[config.mk]
export PLATFORM = sky130hd
export DESIGN_NAME = tick_interval_timer
export DESIGN_NICKNAME = d
export VERILOG_FILES = /design/src/rtl/itmr_pkg.sv /design/src/rtl/itmr_prescale.sv /design/src/rtl/itmr_core.sv /design/src/rtl/tick_interval_timer.sv
export SDC_FILE = /design/constraint.sdc
export NUM_CORES = 1
export LEC_CHECK = 0
export BUFFER_PORTS_ARGS = -buffer_cell sky130_fd_sc_hd__buf_2
export CELL_PAD_IN_SITES_DETAIL_PLACEMENT = 0
export CELL_PAD_IN_SITES_GLOBAL_PLACEMENT = 1
export CORE_MARGIN = 10
export CORE_UTILIZATION = 45
export CTS_CLUSTER_DIAMETER = 60
export CTS_CLUSTER_SIZE = 30
export DETAILED_ROUTE_END_ITERATION = 8
export GPL_ROUTABILITY_DRIVEN = 0
export GPL_TIMING_DRIVEN = 0
export PLACE_DENSITY = 0.91
export SLEW_MARGIN = 30
export SYNTH_ARGS = -nofsm -noshare
export SYNTH_HDL_FRONTEND = slang
export SYNTH_SLANG_ARGS = --single-unit
[constraint.sdc]
create_clock -name clk -period 5.03 [get_ports clk]
set_clock_uncertainty 0.1 [all_clocks]
set_input_delay 0.503 -clock clk [delete_from_list [all_inputs] [get_ports clk]]
set_output_delay 0.503 -clock clk [all_outputs]
set_load 0.005 [all_outputs]
[src/rtl/itmr_pkg.sv]
package itmr_pkg;

    typedef enum logic [1:0] {
        ST_IDLE  = 2'd0,
        ST_COUNT = 2'd1,
        ST_FIRE  = 2'd2
    } itmr_state_e;

endpackage

[src/rtl/itmr_prescale.sv]
module itmr_prescale #(
    parameter int PRESCALE = 1000
) (
    input  logic clk,
    input  logic rst,
    input  logic usec_tick,
    input  logic clr,
    output logic base_tick
);
    localparam int PW = (PRESCALE > 1) ? $clog2(PRESCALE) : 1;
    localparam logic [PW-1:0] LAST = PW'(PRESCALE - 1);

    logic [PW-1:0] pre_q;
    logic          at_last;

    assign at_last   = (pre_q == LAST);
    assign base_tick = usec_tick && at_last && !clr;

    always_ff @(posedge clk) begin
        if (rst || clr) begin
            pre_q <= '0;
        end else if (usec_tick) begin
            pre_q <= at_last ? '0 : pre_q + 1'b1;
        end
    end

    // phase counter never leaves its range
    a_r9_pre_bound: assert property (@(posedge clk) disable iff (rst)
        pre_q <= LAST);

    // a write clears the phase
    a_r10_clear_phase: assert property (@(posedge clk) disable iff (rst)
        clr |=> (pre_q == '0));

endmodule

[src/rtl/itmr_core.sv]
module itmr_core
    import itmr_pkg::*;
#(
    parameter int DW = 8
) (
    input  logic          clk,
    input  logic          rst,
    input  logic          load,
    input  logic [DW-1:0] load_val,
    input  logic [DW-1:0] reload_val,
    input  logic          base_tick,
    output logic          irq_o
);
    itmr_state_e   state_q, state_d;
    logic [DW-1:0] cnt_q, cnt_d;

    // state and count register
    always_ff @(posedge clk) begin
        if (rst) begin
            state_q <= ST_IDLE;
            cnt_q   <= '0;
        end else begin
            state_q <= state_d;
            cnt_q   <= cnt_d;
        end
    end

    // next state
    always_comb begin
        state_d = state_q;
        cnt_d   = cnt_q;
        unique case (state_q)
            ST_IDLE: begin
                if (load) begin
                    state_d = ST_COUNT;
                    cnt_d   = load_val;
                end
            end
            ST_COUNT, ST_FIRE: begin
                if (load) begin
                    state_d = ST_COUNT;
                    cnt_d   = load_val;
                end else if (base_tick && (cnt_q == '0)) begin
                    state_d = ST_FIRE;
                    cnt_d   = reload_val;
                end else if (base_tick) begin
                    state_d = ST_COUNT;
                    cnt_d   = cnt_q - 1'b1;
                end else begin
                    state_d = ST_COUNT;
                end
            end
            default: begin
                state_d = ST_IDLE;
                cnt_d   = '0;
            end
        endcase
    end

    // outputs
    always_comb begin
        irq_o = (state_q == ST_FIRE);
    end

    // pulse ends unless another expiring tick follows at once
    a_r4_single_pulse: assert property (@(posedge clk) disable iff (rst)
        (irq_o && !base_tick) |=> !irq_o);

    // write reloads immediately and suppresses the old expiry
    a_r5_write_restart: assert property (@(posedge clk) disable iff (rst)
        load |=> ((cnt_q == $past(load_val)) && !irq_o));

    // expiring tick yields the interrupt next clock
    a_r2_expire: assert property (@(posedge clk) disable iff (rst)
        ((state_q != ST_IDLE) && !load && base_tick && (cnt_q == '0)) |=> irq_o);

    // on each interrupt the count holds the stored interval
    a_r3_reloaded: assert property (@(posedge clk) disable iff (rst)
        irq_o |-> (cnt_q == reload_val));

endmodule

[src/rtl/tick_interval_timer.sv]
module tick_interval_timer #(
    parameter bit MS_MODE  = 1'b1,
    parameter bit WPROT    = 1'b1,
    parameter int PRESCALE = 1000,
    parameter int AW       = 2,
    parameter int DW       = 8
) (
    input  logic          clk,
    input  logic          rst,
    input  logic          usec_tick,
    input  logic          priv,
    input  logic [AW-1:0] bus_addr,
    input  logic          bus_wr,
    input  logic [DW-1:0] bus_wdata,
    input  logic          bus_rd,
    output logic [DW-1:0] bus_rdata,
    output logic          irq
);
    localparam logic [AW-1:0] IVL_ADDR = '0;

    logic          hit;
    logic          wr_ok;
    logic          base_tick;
    logic [DW-1:0] ivl_q;

    assign hit   = (bus_addr == IVL_ADDR);
    assign wr_ok = bus_wr && hit && (!WPROT || priv);

    always_ff @(posedge clk) begin
        if (rst) begin
            ivl_q     <= '0;
            bus_rdata <= '0;
        end else begin
            if (wr_ok) ivl_q <= bus_wdata;
            bus_rdata <= (bus_rd && hit) ? ivl_q : '0;
        end
    end

    generate
        if (MS_MODE) begin : g_ms
            itmr_prescale #(.PRESCALE(PRESCALE)) u_pre (
                .clk       (clk),
                .rst       (rst),
                .usec_tick (usec_tick),
                .clr       (wr_ok),
                .base_tick (base_tick)
            );
        end else begin : g_us
            assign base_tick = usec_tick;
        end
    endgenerate

    itmr_core #(.DW(DW)) u_core (
        .clk        (clk),
        .rst        (rst),
        .load       (wr_ok),
        .load_val   (bus_wdata),
        .reload_val (ivl_q),
        .base_tick  (base_tick),
        .irq_o      (irq)
    );

    // unprivileged write leaves the interval alone
    a_r7_locked: assert property (@(posedge clk) disable iff (rst)
        ((WPROT != 1'b0) && bus_wr && hit && !priv) |=> $stable(ivl_q));

    // writes elsewhere leave the interval alone
    a_r11_miss: assert property (@(posedge clk) disable iff (rst)
        (bus_wr && !hit) |=> $stable(ivl_q));

    // registered readback of the interval
    a_r6_readback: assert property (@(posedge clk) disable iff (rst)
        (bus_rd && hit) |=> (bus_rdata == $past(ivl_q)));

endmodule

==> results of run 1 <==
## layer usage
metal | up-vias | global-route usage | part of all wire
met3 | 8 | 0.0276 | 0.053
met4 | 0 | 0.0571 | 0.019
met5 | - | 0 | 0
li1 | 749 | - | -
met1 | 673 | 0.151 | 0.49
met2 | 32 | 0.178 | 0.44
## how the worst max path moves through the flow
stage / slack, ns / start / endpoint / cells after the start
finish: 3.02 / u_core.state_q[1]$_SDFFE_PP0P_ / u_core.cnt_q[3]$_SDFFE_PP0P_ / 7
global placement: 2.84 / rst / bus_rdata[1]$_SDFF_PP0_ / 3
global route: 2.90 / u_core.state_q[1]$_SDFFE_PP0P_ / u_core.cnt_q[3]$_SDFFE_PP0P_ / 7
floorplan: 3.30 / g_ms.u_pre.pre_q[3]$_SDFFE_PP0P_ / u_core.cnt_q[7]$_SDFFE_PP0P_ / 5
CTS: 3.04 / u_core.state_q[1]$_SDFFE_PP0P_ / u_core.cnt_q[3]$_SDFFE_PP0P_ / 7
detailed placement: 2.90 / bus_addr[1] / u_core.cnt_q[3]$_SDFFE_PP0P_ / 7
## cells in the final DEF (no fill, tap or decap), types with 2 or more instances in the layout
cell and instances:
sky130_fd_sc_hd__o21ai_0 12, sky130_fd_sc_hd__ha_1 6, sky130_fd_sc_hd__nor3_1 5, sky130_fd_sc_hd__clkbuf_8 7, sky130_fd_sc_hd__nand4_1 7, sky130_fd_sc_hd__a21oi_1 11, sky130_fd_sc_hd__or3_1 2, sky130_fd_sc_hd__a22oi_1 8
sky130_fd_sc_hd__xnor2_1 6, sky130_fd_sc_hd__a31oi_1 2, sky130_fd_sc_hd__dfxtp_1 36, sky130_fd_sc_hd__xor2_1 6, sky130_fd_sc_hd__inv_1 7, sky130_fd_sc_hd__clkbuf_1 4, sky130_fd_sc_hd__buf_2 24, sky130_fd_sc_hd__mux2i_1 6
sky130_fd_sc_hd__o21ai_1 4, sky130_fd_sc_hd__nand3_1 6, sky130_fd_sc_hd__nand2_1 26, sky130_fd_sc_hd__nor2_1 12, sky130_fd_sc_hd__and2_1 9
## report_power, final
group / switching [mW] / internal (mW) / total (mW)
clock: 0.0991 / 0.175 / 0.274
combinational: 0.0264 / 0.0194 / 0.0458
sequential: 0.00427 / 0.290 / 0.294
total: 0.130 / 0.484 / 0.614
## through the flow
step                      std cells  area [sq um]  setup WS, ns  hold slack (ns)
after floorplan                 194          1690          3.30            0.342
after global placement          266          1870          2.84            0.353
after detailed placement        266          1880          2.90            0.358
after CTS                       274          2000          3.04            0.351
after global routing            274          2000          2.90            0.362
final                           274          2000          3.02            0.356
## worst min-delay path, stage by stage
cell and delay (ns):
sky130_fd_sc_hd__buf_2 0.09, sky130_fd_sc_hd__a22oi_1 0.06, sky130_fd_sc_hd__o21ai_1 0.06
## state kept, by name (all words and copies together), names as in the netlist
name	flops
g_ms.u_pre.pre_q	10
bus_rdata	8
ivl_q	8
u_core.cnt_q	8
u_core.state_q	2
## area by class of cell
type | instances | area (sq um)
Timing Repair Buffer | 24 | 120
Sequential cell | 36 | 721
Buffer | 4 | 15.0
Clock buffer | 7 | 96.3
Clock inverter | 1 | 30.0
Inverter | 7 | 26.3
Fill cell | 364 | 1660
Tap cell | 48 | 60.1
Multi-Input combinational cell | 147 | 936
## synth_stat cells
master                     instances  area [sq um]
sky130_fd_sc_hd__nor3_4            1          16.3
sky130_fd_sc_hd__mux2i_1           6          60.1
sky130_fd_sc_hd__nor3_1            5          25.0
sky130_fd_sc_hd__and3_1            1          6.26
sky130_fd_sc_hd__inv_1             7          26.3
sky130_fd_sc_hd__nand3_2           1          10.0
sky130_fd_sc_hd__o31ai_1           1          7.51
sky130_fd_sc_hd__a31oi_1           2          12.5
sky130_fd_sc_hd__a21oi_1          11          55.1
sky130_fd_sc_hd__a21boi_1          1          7.51
sky130_fd_sc_hd__a22oi_1           8          60.1
sky130_fd_sc_hd__or3_1             2          12.5
sky130_fd_sc_hd__and2_1            9          56.3
sky130_fd_sc_hd__xor2_1            6          52.6
sky130_fd_sc_hd__or3b_4            1          11.3
sky130_fd_sc_hd__ha_1              6          75.1
sky130_fd_sc_hd__or2_2             1          6.26
sky130_fd_sc_hd__nand3b_1          1          7.51
sky130_fd_sc_hd__nor2_1           12          45.0
sky130_fd_sc_hd__clkbuf_1          4          15.0
sky130_fd_sc_hd__nor2b_1           1          6.26
sky130_fd_sc_hd__a211o_1           1          8.76
sky130_fd_sc_hd__nand3_1           6          30.0
sky130_fd_sc_hd__dfxtp_1          36           721
sky130_fd_sc_hd__or3_4             1          11.3
sky130_fd_sc_hd__a211oi_1          1          7.51
sky130_fd_sc_hd__o2111a_1          1          11.3
sky130_fd_sc_hd__a21boi_2          1          11.3
sky130_fd_sc_hd__nor3_2            1          10.0
sky130_fd_sc_hd__nor4bb_1          1          10.0
sky130_fd_sc_hd__nor4b_1           1          8.76
sky130_fd_sc_hd__nand4_1           7          43.8
sky130_fd_sc_hd__o21ai_1           4          20.0
sky130_fd_sc_hd__xnor2_1           6          52.6
sky130_fd_sc_hd__nor4_1            1          6.26
sky130_fd_sc_hd__o211ai_1          1          7.51
sky130_fd_sc_hd__nand2_1          26          97.6
sky130_fd_sc_hd__o21ai_0          12          60.1
## cell families after synthesis
family,count (synthesis),share of synthesized area
AO/OA/AOI/OAI,44,0.159
XOR/XNOR,12,0.0621
adder cells (fa/ha/maj),6,0.0444
AND/OR/NAND/NOR,79,0.249
flip-flops,36,0.426
buffers and inverters,11,0.0244
multiplexers,6,0.0355
==> flow_summary.json, run 1 <==
{
  "result_of_the_run": "completed",
  "cts-buffers-inserted": 5,
  "number_of_stages_on_the_worst_hold_path": 3,
  "drt_iter0_drc": 109,
  "power.ir.vdd_worst_uv": 176,
  "worst_slew_pin_slew_ns": 0.690,
  "r2r_cells": 7,
  "setup_total_negative_slack_ns": 0,
  "criticalPathCategory": "reg2reg",
  "detailed_place_hpwl_mm": 2.67,
  "clock_latency_ns": 0.28,
  "final_net_count": 247,
  "yosysSeqAreaShare": 0.426,
  "worst_path_most_repeated_cell": "sky130_fd_sc_hd__o21ai_0",
  "grt_pass1_wl_mm": 6.15,
  "area.growth.synth_to_final_pct": 18.5,
  "ys_warn_count": 0,
  "cts_tree": "built",
  "grt_antenna_before_repair": 0,
  "grt_max_degree": 12,
  "power_density_mw_per_mm2": 306,
  "die_area_sq_mm": 0.00661,
  "cp_data_required_time_ns": 5.13,
  "cts_sinks": 36,
  "hold_path_end": "u_core.cnt_q[0]$_SDFFE_PP0P_",
  "min_path_type": "in2reg",
  "clock-root-buffer": "sky130_fd_sc_hd__clkbuf_8",
  "cts.path.max_buffers": 2,
  "number_of_global_route_vias_before_repair": 1389,
  "period_share": 0.400,
  "cts.repair.resized": 0,
  "chipHeight_um": 81.3,
  "vias": 1462,
  "worstPathArrival_ns": 2.11,
  "h-tree-depth": 2,
  "netlist_instances": 194,
  "final_period_minus_worst_setup_slack_ns": 2.01,
  "timing.hold.worst.start": "bus_wdata[0]",
  "ff2ff_setup_slack_ns": 3.02,
  "row_count": 22,
  "cp-start-kind": "flip-flop",
  "wirelength_mm": 3.62,
  "diodes_inserted": 0,
  "top_level_ports": 25,
  "r2r-start": "u_core.state_q[1]$_SDFFE_PP0P_",
  "drive_gt1_frac": 0.177,
  "start_util": 0.462,
  "max_slew_margin": 0.539,
  "fin_total_pwr_uw": 614,
  "timing.critical_path.buf_inv": 2,
  "timing.critical_path.cells": "inv_1, ha_1, clkbuf_1, o21ai_0, nor3_2, a22oi_1, o21ai_0",
  "synthesized_area_per_cell_sq_um": 8.72,
  "routed_via_density": 5.34,
  "synth_fp_nets": 216,
  "synth.distinct_cells": 38,
  "clk_pin_slew_ns": 0.07,
  "rsz0062_at_grt": "no",
  "gr-total-overflow": 0,
  "finalCoreUtilization": 0.548,
  "drt_pass1_iterations": 4,
  "cts.repair_timing.setup_buffer_count": 0,
  "path_max_fanout": 8,
  "numPortBuffers": 24,
  "post_synthesis_register_bit_count": 36,
  "critical_path.slowest_cell": "sky130_fd_sc_hd__nor3_2",
  "leakagePower_nw": 0.816,
  "routed_wire_length_per_instance_um": 13.2,
  "antenna_violating_nets_post_route": 0,
  "syn_area_sq_mm": 0.00169,
  "setup_failing_eps_final": 0,
  "chipWidth_um": 81.3,
  "core_sq_mm": 0.00366,
  "final-hold-violation-count": 0,
  "cp_top_family": "simple AND/OR/NAND/NOR gates",
  "cts.hold.buffers_added": 0,
  "highest_clock_rate_mhz": 497,
  "drcViolationCount": 0,
  "worst_r2r_endpoint": "u_core.cnt_q[3]$_SDFFE_PP0P_",
  "final_max_slew_viol_count": 0,
  "timing.critical_path.slowest_cell_delay_ns": 0.43,
  "grt_usage": 0.117,
  "timing.max_cap.violations": 0,
  "cp-end-kind": "flip-flop"
}
Note: power is estimated with default switching activity, not from simulation.
==> run 2: changes to the inputs <==
--- a/config.mk
+++ b/config.mk
@@ -9,13 +9,13 @@
 export CELL_PAD_IN_SITES_DETAIL_PLACEMENT = 0
 export CELL_PAD_IN_SITES_GLOBAL_PLACEMENT = 1
 export CORE_MARGIN = 10
-export CORE_UTILIZATION = 45
+export CORE_UTILIZATION = 38
 export CTS_CLUSTER_DIAMETER = 60
 export CTS_CLUSTER_SIZE = 30
 export DETAILED_ROUTE_END_ITERATION = 8
 export GPL_ROUTABILITY_DRIVEN = 0
 export GPL_TIMING_DRIVEN = 0
-export PLACE_DENSITY = 0.91
+export PLACE_DENSITY = 0.82
 export SLEW_MARGIN = 30
 export SYNTH_ARGS = -nofsm -noshare
 export SYNTH_HDL_FRONTEND = slang
==> constraint.sdc (replaced) <==
create_clock -name clk -period 1.7 [get_ports clk]
set_clock_uncertainty 0.1 [all_clocks]
set_input_delay 0.17 -clock clk [delete_from_list [all_inputs] [get_ports clk]]
set_output_delay 0.17 -clock clk [all_outputs]
set_load 0.005 [all_outputs]
==> flow_summary.json, run 2 (synthesis results as in run 1) <==
{
  "result_of_the_run": "finished with violations",
  "violations_in_the_final_reports": "negative setup slack",
  "clock_latency_ns": 0.28,
  "h-tree-depth": 2,
  "cts_sinks": 36,
  "sequential_cell_area_sq_um": 732,
  "cts-buffers-inserted": 5,
  "number_of_global_route_vias_before_repair": 1406,
  "chipHeight_um": 86.7,
  "core_sq_mm": 0.00432,
  "multi_input_combinational_cell_area_sq_mm": 0.00109,
  "final_cell_mix": "sky130_fd_sc_hd__dfxtp_1, sky130_fd_sc_hd__nand2_1, sky130_fd_sc_hd__buf_2, sky130_fd_sc_hd__nor2_1, sky130_fd_sc_hd__a21oi_1",
  "start_util": 0.391,
  "r2r_cells": 5,
  "cp_top_family": "compound AO/OA/AOI/OAI gates",
  "area.growth.synth_to_final_pct": 31.1,
  "critical_path.slowest_cell": "sky130_fd_sc_hd__or3b_4",
  "rsz0062_at_grt": "yes",
  "chipWidth_um": 86.7,
  "fill_cells": 425,
  "timing.critical_path.buf_inv": 0,
  "row_count": 24,
  "grt_pass1_wl_mm": 6.64,
  "timing.critical_path.slowest_cell_delay_ns": 0.43,
  "period_share": 1.01,
  "number_of_stages_on_the_worst_hold_path": 3,
  "detailed_place_hpwl_mm": 2.71,
  "criticalPathCategory": "reg2reg",
  "numPortBuffers": 24,
  "timing.max_cap.violations": 0,
  "grt_antenna_before_repair": 0,
  "routed_via_density": 5.22,
  "grt_max_degree": 11,
  "min_path_type": "in2reg",
  "wirelength_mm": 4.16,
  "setup_failing_eps_final": 3,
  "final_period_minus_worst_setup_slack_ns": 1.72,
  "drcViolationCount": 0,
  "cp-end-kind": "flip-flop",
  "top_level_ports": 25,
  "cts.path.max_buffers": 2,
  "die_area_sq_mm": 0.00752,
  "grt_use_met1": 0.140,
  "largest_register_ff_count": 10,
  "path_max_fanout": 7,
  "layout.cell_area.non_filler_sq_mm": 0.00222,
  "highest_clock_rate_mhz": 582,
  "max_slew_margin": 0.511,
  "final-hold-violation-count": 0,
  "vias": 1498,
  "power.ir.vdd_worst_uv": 428,
  "grt_usage": 0.108,
  "drive_gt1_frac": 0.345,
  "clk_pin_slew_ns": 0.07,
  "leakagePower_nw": 0.893,
  "diodes_inserted": 0,
  "antenna_violating_nets_post_route": 0,
  "routed_wire_length_per_instance_um": 14.5,
  "cts.hold.buffers_added": 0,
  "drt_pass1_iterations": 4,
  "final_max_slew_viol_count": 0,
  "met2_usage": 0.161,
  "final_common_cell": "sky130_fd_sc_hd__dfxtp_1",
  "gr-total-overflow": 0,
  "final_net_count": 256,
  "top_usage_layer": "met2",
  "power_density_mw_per_mm2": 758,
  "placed_area_sq_mm": 0.00189,
  "globalRouteMet3Util": 0.0356,
  "timing.critical_path.cells": "or3b_4, o31ai_4, a21boi_4, a22oi_1, o21ai_2",
  "worst_slew_pin_slew_ns": 0.732,
  "drt_iter0_drc": 84,
  "stages_on_worst_setup_path": 5,
  "cp_data_required_time_ns": 1.77,
  "worst_slack_ns": -0.0191,
  "cts_tree": "built",
  "fin_total_pwr_mw": 1.68,
  "clock-root-buffer": "sky130_fd_sc_hd__clkbuf_8",
  "cp-start-kind": "flip-flop",
  "worstPathArrival_ns": 1.79,
  "largest_register": "g_ms.u_pre.pre_q"
}
-- run 2: changes by cell type in the layout (fill, tap and decap cells not counted), moves of 3 or more --
cell	previous run	this run
sky130_fd_sc_hd__dfxtp_1	36	27
sky130_fd_sc_hd__dfxtp_2	0	9
sky130_fd_sc_hd__o21ai_0	12	3
sky130_fd_sc_hd__o21ai_2	0	9
sky130_fd_sc_hd__buf_4	0	8
sky130_fd_sc_hd__a22oi_1	8	5
sky130_fd_sc_hd__a22oi_2	0	3
sky130_fd_sc_hd__nand3_1	6	3
-- run 2: worst paths after layout --
| path | to | startpoint | slack (ns) |
|---|---|---|---|
| max | u_core.cnt_q[5]$_SDFFE_PP0P_ | g_ms.u_pre.pre_q[3]$_SDFFE_PP0P_ | -0.02 |
| min | u_core.cnt_q[2]$_SDFFE_PP0P_ | bus_wdata[2] | 0.01 |
| max reg2reg | u_core.cnt_q[5]$_SDFFE_PP0P_ | g_ms.u_pre.pre_q[3]$_SDFFE_PP0P_ | -0.02 |
| min reg2reg | ivl_q[0]$_SDFFE_PP0P_ | ivl_q[0]$_SDFFE_PP0P_ | 0.36 |
-- run 2: layout make-up --
class,count,area share
Multi-Input combinational cell,147,0.492
Sequential cell,36,0.330
Timing Repair Buffer,33,0.0863
Clock buffer,8,0.0406
Tap cell,52,0.0293
Inverter,7,0.0118
Buffer,4,0.0102
-- run 2: worst min-delay path, stage by stage --
cell and delay (ns):
sky130_fd_sc_hd__buf_2 0.10, sky130_fd_sc_hd__a22oi_2 0.06, sky130_fd_sc_hd__o21ai_2 0.04
-- run 2: layer usage --
layer,part of all wire,vias up
met3,0.050,4
met1,0.47,696
li1,-,772
met2,0.46,26
met5,0,-
met4,0.013,0
-- run 2: report_power, final --
group	switching [mW]	internal [mW]
sequential	0.0165	0.859
clock	0.299	0.331
combinational	0.100	0.0765
total	0.415	1.27
-- run 2: timing repair --
item,CTS,global route
buffers inserted,7,2
gates resized for setup,25,28
endpoints found under the setup margin,19,10
pin swaps,12,16
-- run 2: through the flow --
stage / util / TNS, ns / cells / setup WS (ns) / hold WS, ns
2_1_floorplan: - / 0 / 194 / 0.0277 / 0.148
3_3_place_gp: 0.435 / -3.66 / 270 / -0.213 / 0.306
3_5_place_dp: 0.437 / -2.16 / 270 / -0.171 / 0.319
4_1_cts: 0.492 / 0 / 285 / 0.00295 / 0.0190
5_1_grt: 0.513 / -0.754 / 287 / -0.0803 / 0.0148
6_report: 0.513 / -0.0336 / 287 / -0.0191 / 0.0134
==> run 3: changes to the inputs <==
--- a/config.mk
+++ b/config.mk
@@ -9,7 +9,7 @@
 export CELL_PAD_IN_SITES_DETAIL_PLACEMENT = 0
 export CELL_PAD_IN_SITES_GLOBAL_PLACEMENT = 1
 export CORE_MARGIN = 10
-export CORE_UTILIZATION = 38
+export CORE_UTILIZATION = 39
 export CTS_CLUSTER_DIAMETER = 60
 export CTS_CLUSTER_SIZE = 30
 export DETAILED_ROUTE_END_ITERATION = 8
@@ -19,4 +19,5 @@
 export SLEW_MARGIN = 30
 export SYNTH_ARGS = -nofsm -noshare
 export SYNTH_HDL_FRONTEND = slang
+export SYNTH_HIERARCHICAL = 1
 export SYNTH_SLANG_ARGS = --single-unit
==> flow_summary.json, run 3 <==
{
  "result_of_the_run": "finished with violations",
  "violations_in_the_final_reports": "negative setup slack",
  "grt_antenna_before_repair": 0,
  "cts_tree": "built",
  "layout.cell_area.non_filler_sq_mm": 0.00240,
  "vias": 1638,
  "criticalPathCategory": "reg2reg",
  "highest_clock_rate_mhz": 483,
  "clk_pin_slew_ns": 0.08,
  "power.ir.vdd_worst_uv": 305,
  "synth-main-ff-cell": "sky130_fd_sc_hd__dfxtp_1",
  "wirelength_mm": 4.57,
  "netSwitchingFraction": 0.265,
  "yosys.area.top_type": "sky130_fd_sc_hd__dfxtp_1",
  "setup_failing_eps_final": 10,
  "final-hold-violation-count": 0,
  "cts_sinks": 36,
  "fin_total_pwr_mw": 1.68,
  "chipWidth_um": 89.9,
  "timing.max_cap.violations": 0,
  "syn_area_sq_mm": 0.00191,
  "gr-total-overflow": 0,
  "area.growth.synth_to_final_pct": 25.7,
  "yosysMostFrequentCell": "sky130_fd_sc_hd__dfxtp_1",
  "period_share": 1.22,
  "post_synthesis_register_bit_count": 36,
  "row_count": 25,
  "final_max_slew_viol_count": 0,
  "clock-root-buffer": "sky130_fd_sc_hd__clkbuf_8",
  "number_of_global_route_vias_before_repair": 1546,
  "largest_register_ff_count": 10,
  "power_report.internal_total_mw": 1.23,
  "die_area_sq_mm": 0.00809,
  "synth_edf_count": 0,
  "rsz0062_at_grt": "yes",
  "top_level_ports": 25,
  "numPortBuffers": 23,
  "worst_slew_pin_slew_ns": 0.831,
  "ys_warn_count": 6,
  "synthTopCellsByCount": "sky130_fd_sc_hd__dfxtp_1, sky130_fd_sc_hd__nand2b_1, sky130_fd_sc_hd__a21oi_1, sky130_fd_sc_hd__nor2_1, sky130_fd_sc_hd__nand2_1",
  "grt_pass1_wl_mm": 7.64,
  "cp-end-kind": "flip-flop",
  "min_path_type": "in2reg",
  "sequentialPowerShare": 0.519,
  "drive_gt1_frac": 0.313,
  "final_period_minus_worst_setup_slack_ns": 2.07,
  "leakagePower_nw": 0.920,
  "largest_register": "g_ms.u_pre/pre_q",
  "final.hold.worst_slack_ns": 0.0224,
  "clock_power_share": 0.365,
  "worstPathArrival_ns": 2.14,
  "total_switching_power_uw": 446,
  "antenna_violating_nets_post_route": 0,
  "power_density_mw_per_mm2": 701,
  "routed_wire_length_per_instance_um": 14.5,
  "final_cell_mix": "sky130_fd_sc_hd__dfxtp_1, sky130_fd_sc_hd__buf_2, sky130_fd_sc_hd__nand2b_1, sky130_fd_sc_hd__nor2_1",
  "diodes_inserted": 0,
  "detailed_place_hpwl_mm": 3.20,
  "drt_pass1_iterations": 4,
  "async_reset_ff_frac": 0,
  "cp_data_required_time_ns": 1.77,
  "yosysSeqAreaShare": 0.378,
  "start_util": 0.404,
  "grt_max_degree": 20,
  "cp-start-kind": "flip-flop",
  "netlist_top_cells_area": "sky130_fd_sc_hd__dfxtp_1, sky130_fd_sc_hd__nand2b_1, sky130_fd_sc_hd__mux2i_1",
  "max_slew_margin": 0.441,
  "placed_area_sq_mm": 0.00213,
  "drcViolationCount": 0,
  "setup_total_negative_slack_ns": -3.36,
  "core_sq_mm": 0.00472,
  "synthesized_area_per_cell_sq_um": 9.26,
  "grt_usage": 0.112,
  "cts.path.max_buffers": 2,
  "power.combinational.fraction": 0.117,
  "routed_via_density": 5.18,
  "synth.distinct_cells": 48,
  "chipHeight_um": 89.9,
  "cts-buffers-inserted": 5,
  "final_net_count": 270,
  "yosys.area.top_type_share": 0.378,
  "clock_latency_ns": 0.29,
  "netlist_instances": 206,
  "final_common_cell": "sky130_fd_sc_hd__dfxtp_1",
  "drt_iter0_drc": 84,
  "path_max_fanout": 7,
  "synth_fp_nets": 228,
  "h-tree-depth": 2,
  "worst_slack_ns": -0.372
}
run 3: timing repair:
| item | 4_1_cts | 5_1_grt |
|---|---|---|
| gates cloned | 0 | 0 |
| hold buffers | 0 | 0 |
| pin swaps | 4 | 3 |
| endpoints found under the setup margin | 10 | 10 |
| buffers inserted | 9 | 3 |
| gates resized for setup | 17 | 9 |
run 3: kinds of logic after synthesis:
group           Yosys count  synth area share
compound gates           42             0.155
xor+xnor                 11            0.0505
fa+ha+maj                 6            0.0394
buf+inv                  12            0.0328
flops                    36             0.378
mux                      11            0.0584
simple gates             88             0.286
run 3: path summary, 6_finish.rpt:
kind | endpoint | start | depth (start not counted) | slack (ns)
worst min register to register | ivl_q[3]$_SDFFE_PP0P_ | ivl_q[3]$_SDFFE_PP0P_ | 2 | 0.39
worst min-delay path | u_core/cnt_q[0]$_SDFFE_PP0P_ | bus_wdata[0] | 3 | 0.02
worst max-delay path | u_core/cnt_q[5]$_SDFFE_PP0P_ | g_ms.u_pre/pre_q[0]$_SDFFE_PP0P_ | 8 | -0.37
worst max register to register | u_core/cnt_q[5]$_SDFFE_PP0P_ | g_ms.u_pre/pre_q[0]$_SDFFE_PP0P_ | 8 | -0.37
run 3: metrics by stage:
step                setup WS, ns  utilization  std cells
floorplan                 -0.307            -        206
global placement          -0.642        0.451        296
detailed placement        -0.646        0.451        296
CTS                       -0.378        0.494        313
global route              -0.484        0.508        316
finish                    -0.372        0.508        316
run 3: power groups by stage:
| stage | combinational [mW] | clock (mW) | sequential [mW] |
|---|---|---|---|
| 2_1_floorplan | 0.117 | 0 | 0.890 |
| 3_3_place_gp | 0.167 | 0 | 0.894 |
| 3_5_place_dp | 0.170 | 0 | 0.894 |
| 4_1_cts | 0.182 | 0.633 | 0.871 |
| 5_1_grt | 0.218 | 0.665 | 0.874 |
| 6_report | 0.196 | 0.613 | 0.872 |
run 3: layout make-up:
cell class	instances	area (sq um)
flip-flops and latches	36	732
well taps	67	83.8
inverters	6	22.5
plain buffers	6	40.0
repair buffers	35	213
multi-input cells	158	1220
clock buffers	5	68.8
fillers	448	2330
clock inverters	3	18.8
run 3: layer usage:
layer / global-route usage / share of wire
met5: 0 / 0
met3: 0.0299 / 0.043
met2: 0.161 / 0.43
met1: 0.155 / 0.51
met4: 0.0411 / 0.018
run 3: worst max-delay path, stage by stage, from the launching register on:
cell                        delay [ns]
sky130_fd_sc_hd__dfxtp_4          0.36
sky130_fd_sc_hd__ha_4             0.15
sky130_fd_sc_hd__nand2b_4         0.06
sky130_fd_sc_hd__nor4b_2          0.21
sky130_fd_sc_hd__and4b_2          0.34
sky130_fd_sc_hd__nand4bb_1        0.21
sky130_fd_sc_hd__mux2_4           0.36
sky130_fd_sc_hd__a21oi_2          0.11
sky130_fd_sc_hd__o22ai_1          0.06
